[src/rtl/port_ctl_pkg.sv]
package port_ctl_pkg;

  localparam int SPEED_W   = 2;

  // Register bit positions; software decodes these
  localparam int POS_CONN    = 0;
  localparam int POS_CDET    = 1;
  localparam int POS_ENA     = 2;
  localparam int POS_ENACHG  = 3;
  localparam int POS_OVCCHG  = 5;
  localparam int POS_RESUME  = 6;
  localparam int POS_SUSPEND = 7;
  localparam int POS_RESET   = 8;
  localparam int POS_LINE    = 10;
  localparam int POS_POWER   = 12;
  localparam int POS_SPEED   = 17;
  localparam int MIN_REG_W   = POS_SPEED + SPEED_W;

  typedef struct packed {
    logic [SPEED_W-1:0] speed;
    logic               power;
    logic               portReset;
    logic               suspend;
    logic               resume;
    logic               ovcChg;
    logic               enaChg;
    logic               enable;
    logic               connDet;
    logic               connected;
  } portState_t;

  typedef struct packed {
    logic doWrite;
    logic attach;
    logic detach;
    logic wake;
    logic resetDone;
    logic resumeDone;
  } portStrobe_t;

endpackage

[src/rtl/port_ctl_ctrl.sv]
module port_ctl_ctrl
  import port_ctl_pkg::*;
(
  input  logic        clk,
  input  logic        rstN,
  input  logic        wrEn,
  input  logic        wrReset,
  input  logic        wrResume,
  input  portState_t  cur,
  input  logic        devPresent,
  input  logic        wakeReq,
  output portStrobe_t stb
);

  logic prevPresent;

  always_ff @(posedge clk or negedge rstN) begin
    if (!rstN) prevPresent <= 1'b0;
    else       prevPresent <= devPresent;
  end

  always_comb begin
    stb            = '0;
    stb.doWrite    = wrEn;
    stb.attach     = devPresent && !prevPresent;
    stb.detach     = !devPresent && prevPresent;
    stb.wake       = wakeReq && cur.suspend;
    stb.resetDone  = wrEn && cur.portReset && !wrReset && cur.connected;
    stb.resumeDone = wrEn && cur.resume && !wrResume;
  end

endmodule

[src/rtl/port_ctl_dp.sv]
module port_ctl_dp
  import port_ctl_pkg::*;
#(
  parameter int REG_W = 32
) (
  input  logic               clk,
  input  logic               rstN,
  input  portStrobe_t        stb,
  input  logic [REG_W-1:0]   wrData,
  input  logic [SPEED_W-1:0] devSpeed,
  output portState_t         cur,
  output logic [REG_W-1:0]   rdData,
  output logic               portIrq
);

  portState_t nxt;
  logic       unusedWr;

  assign unusedWr = ^wrData;

  always_comb begin
    nxt = cur;
    if (stb.doWrite) begin
      nxt.power     = wrData[POS_POWER];
      nxt.portReset = wrData[POS_RESET];
      nxt.resume    = wrData[POS_RESUME];
      nxt.suspend   = wrData[POS_SUSPEND] && cur.enable;
      nxt.connDet   = cur.connDet && !wrData[POS_CDET];
      nxt.enaChg    = cur.enaChg  && !wrData[POS_ENACHG];
      nxt.ovcChg    = cur.ovcChg  && !wrData[POS_OVCCHG];
      nxt.enable    = cur.enable  && !wrData[POS_ENA];
    end
    if (stb.resumeDone) nxt.suspend = 1'b0;
    if (stb.resetDone) begin
      nxt.enable = 1'b1;
      nxt.enaChg = 1'b1;
    end
    if (stb.wake) nxt.resume = 1'b1;
    if (stb.attach) begin
      nxt.connected = 1'b1;
      nxt.connDet   = 1'b1;
      nxt.speed     = devSpeed;
    end
    if (stb.detach) begin
      nxt.connected = 1'b0;
      nxt.enable    = 1'b0;
      nxt.suspend   = 1'b0;
      nxt.speed     = '0;
      nxt.connDet   = 1'b1;
      nxt.enaChg    = 1'b1;
    end
  end

  always_ff @(posedge clk or negedge rstN) begin
    if (!rstN) begin
      cur       <= '0;
      cur.power <= 1'b1;
      portIrq   <= 1'b0;
    end else begin
      cur     <= nxt;
      portIrq <= nxt.connDet || nxt.enaChg || nxt.ovcChg || nxt.resume;
    end
  end

  always_comb begin
    rdData                             = '0;
    rdData[POS_CONN]                   = cur.connected;
    rdData[POS_CDET]                   = cur.connDet;
    rdData[POS_ENA]                    = cur.enable;
    rdData[POS_ENACHG]                 = cur.enaChg;
    rdData[POS_OVCCHG]                 = cur.ovcChg;
    rdData[POS_RESUME]                 = cur.resume;
    rdData[POS_SUSPEND]                = cur.suspend;
    rdData[POS_RESET]                  = cur.portReset;
    rdData[POS_LINE +: 2]              = 2'b00;
    rdData[POS_POWER]                  = cur.power;
    rdData[POS_SPEED +: SPEED_W]       = cur.speed;
  end

endmodule

[src/rtl/port_ctl_reg.sv]
module port_ctl_reg
  import port_ctl_pkg::*;
#(
  parameter int REG_W = 32
) (
  input  logic               clk,
  input  logic               rstN,
  input  logic               wrEn,
  input  logic [REG_W-1:0]   wrData,
  output logic [REG_W-1:0]   rdData,
  input  logic               devPresent,
  input  logic [SPEED_W-1:0] devSpeed,
  input  logic               wakeReq,
  output logic               portIrq
);

  portStrobe_t stb;
  portState_t  cur;

  if (REG_W < MIN_REG_W) begin : g_width_check
    initial $error("REG_W too small for the field layout");
  end

  port_ctl_ctrl u_ctrl (
    .clk        (clk),
    .rstN       (rstN),
    .wrEn       (wrEn),
    .wrReset    (wrData[POS_RESET]),
    .wrResume   (wrData[POS_RESUME]),
    .cur        (cur),
    .devPresent (devPresent),
    .wakeReq    (wakeReq),
    .stb        (stb)
  );

  port_ctl_dp #(.REG_W(REG_W)) u_dp (
    .clk      (clk),
    .rstN     (rstN),
    .stb      (stb),
    .wrData   (wrData),
    .devSpeed (devSpeed),
    .cur      (cur),
    .rdData   (rdData),
    .portIrq  (portIrq)
  );

endmodule

[config.mk]
export PLATFORM = sky130hd
export DESIGN_NAME = port_ctl_reg
export DESIGN_NICKNAME = d
export VERILOG_FILES = /design/src/rtl/port_ctl_pkg.sv /design/src/rtl/port_ctl_ctrl.sv /design/src/rtl/port_ctl_dp.sv /design/src/rtl/port_ctl_reg.sv
export SDC_FILE = /design/constraint.sdc
export NUM_CORES = 1
export LEC_CHECK = 0
export CAP_MARGIN = 20
export CORE_UTILIZATION = 26
export CTS_CLUSTER_DIAMETER = 100
export DETAILED_ROUTE_END_ITERATION = 10
export PLACE_DENSITY = 0.86
export RECOVER_POWER = 50
export SYNTH_ARGS = -nofsm -noshare
export SYNTH_HDL_FRONTEND = slang
export SYNTH_SLANG_ARGS = --single-unit
[constraint.sdc]
create_clock -name clk -period 1.1 [get_ports clk]
set_input_delay 0.165 -clock clk [delete_from_list [all_inputs] [get_ports clk]]
set_output_delay 0.165 -clock clk [all_outputs]
set_load 0.02 [all_outputs]
==> impl_metrics.toml <==
[place]
gp_congestion = 0.730
dpl_worst_slack_ps = -332
portBuffers = 26
dpl.hpwl_um = 1170
placed_cell_area_um2 = 1010

[synth]
synth_common_cells = "buf_4, dfrtp_1, inv_1, nand2_1, nand2b_1"
yosysWarnings = 0
synth_ff_type = "dfrtp_1"
ys_seq_area_share_pct = 45.4
synth_top_cell_area_share_pct = 41.7
postSynthAreaPerCell_um2 = 10.7
synthCells = 67
synth_area_um2 = 719
ys_types = 21
ys_ff_latch = 13
ys_top_cells_by_area = "dfrtp_1, buf_4, mux2_2"
async_flop_share_pct = 100
yosys.area.top_type = "dfrtp_1"
synthMostInstantiatedCell = "buf_4"
synth-edff-count = 0

[timing]
finClkSkew_ps = 4.04
clock.fmax_mhz = 909
rsz0062_at_grt = "yes"
fin_tns_setup_ps = -0.434
setup_viol = 1
period_needed_ps = 1100
fin_ws_ps = -0.434
hold_viol = 0
fin_crit_sh_pct = 100
slew_violations = 0

[global_route]
grt_pass1_wl_um = 2290
grt_pass1_vias = 520
antenna_found_initial = 0
grt_max_degree = 9
grt_use_total_pct = 11.4
grt-ovfl-total = 0

[drt]
initialDrtViolationCount = 5
routedWlPerCell_um = 10.6
drcViolationCount = 0
avgViaCountPerCell = 3.99
drt-total-wl_um = 1430
num_vias = 535
first_pass_iters = 4
ant_nets = 0

[hold_path]
hold_class = "input pin to register"

[setup_path]
max_stage_delay_ps = 420
crit_path_cell_trace = "ha_4, mux2_4"
path_class = "register to register"
cp.required_ps = 1260
critical_path.max_fanout = 2
worstSetupEndpointType = "register"
crit_path_top_delay_cell = "dfrtp_1"
cp_data_arrival_time_ps = 1260
start_kind = "register"
crit_buf_inv = 0
crit_family = "flip-flops"

[run]
maxCapViolCount = 0

[floorplan]
dieArea_um2 = 2980
ios = 72
die_x_um = 54.6
core_um2 = 2540
dieHeight_um = 54.6
rows = 18
initial_core_util_pct = 28.3

[cts]
clk_pin_slew_ps = 70
clockBufferDepth = 2
cts_tree = "done"
cts_buffers = 3
clkLatencyLatePin_ps = 270
cts_max_level = 1
clock_sinks = 13
clockRootBuffer = "clkbuf_4"
post-cts-setup-buffers = 0

[pwr]
vdd_drop_max_mv = 0.574
power_w = 0.00118
powerDensity_nw_per_um2 = 1190
p_leak_nw = 0.489

[final_layout]
drive_gt1_share_pct = 32.7
area_growth_pct = 37.2
stdcell_area_um2 = 987
nNetsFinal = 146
diodes = 0

[status]
violations = "setup timing"
status = "finished with violations"
path summary, 6_finish.rpt:
| check | startpoint | to | slack (ps) | cells past startpoint |
|---|---|---|---|---|
| setup / recovery | u_ctrl.prevPresent$_DFF_PN0_ | u_dp.cur[0]$_DFFE_PN0P_ | -0.4 | 2 |
| hold / removal | devPresent | u_ctrl.prevPresent$_DFF_PN0_ | 180 | 1 |
| setup reg to reg | u_ctrl.prevPresent$_DFF_PN0_ | u_dp.cur[0]$_DFFE_PN0P_ | -0.4 | 2 |
| hold reg to reg | u_dp.cur[9]$_DFFE_PN0P_ | u_dp.cur[9]$_DFFE_PN0P_ | 510 | 2 |
| max in group asynchronous | rstN | u_dp.portIrq$_DFF_PN0_ | 220 | 2 |
| min in group asynchronous | rstN | u_dp.cur[5]$_DFF_PN0_ | 200 | 1 |
where the power goes:
part,switching (W),internal (W),leakage [nW]
Clock,0.000142,0.000140,0.0150
Sequential,0.0000236,0.000522,0.156
Combinational,0.000202,0.000147,0.317
Total,0.000368,0.000809,0.489
placed cells by master (no fill, tap or decap):
cell type and n:
conb_1 21, clkdlybuf4s50_1 12, dfrtp_1 12, buf_2 10, buf_4 8, inv_1 4, nand2_1 4, nand2b_1 4
clkbuf_4 3, a21oi_1 2, mux2_2 2, clkbuf_1 2, nand2_2 1, a211oi_2 1, and4b_1 1, a21oi_2 1
a22oi_2 1, o21ai_2 1, a21boi_0 1, nand4bb_1 1, o2111ai_1 1, mux2_4 1, o21ai_0 1, o21ai_1 1
nor2_1 1, ha_4 1, ha_2 1, dlygate4sd2_1 1, dlygate4sd3_1 1, clkdlybuf4s15_2 1, buf_6 1, dfstp_2 1
sequential cells by signal (all words and copies together) (netlist names):
signal / cells
u_ctrl.prevPresent: 1
u_dp.cur: 11
u_dp.portIrq: 1
final cells by class:
class                   instances  area (µm²)
fillers                       256        1560
flip-flops and latches         13         327
multi-input cells              48         307
repair buffers                 35         275
well taps                      30        37.5
clock buffers                   4        26.3
inverters                       4        15.0
metal layers:
metal	vias up	track usage [%]	share of wire, %
li1	254	-	-
met1	242	11.5	36
met2	39	20.7	53
met3	0	5.00	11
met4	0	3.85	0
met5	-	0	0
cells by family after synthesis:
family                     count (synthesis)  share of synthesized area, %
AOI/OAI and AO/OA                         10                          10.4
adders and majority gates                  2                          3.48
buffers and inverters                     26                          25.6
DFF                                       13                          45.4
muxes                                      3                          4.70
other                                      1                         0.521
and+or+nand+nor                           12                          9.91
through the flow:
| step | hold slack (ps) | cells | util [%] |
|---|---|---|---|
| after global placement | 408 | 130 | 39.6 |
| final | 177 | 134 | 38.8 |
| after detailed placement | 420 | 130 | 39.6 |
| after floorplan | -131 | 87 | - |
| after CTS | 120 | 134 | 40.7 |
| after global routing | 189 | 134 | 38.8 |
repair_timing:
item	CTS	global route
endpoints found under the hold margin	0	0
resized for setup	45	8
endpoints found under the setup margin	15	11
pin swaps	2	0
hold buffers	0	0
Power figures use the tool's default switching activity.
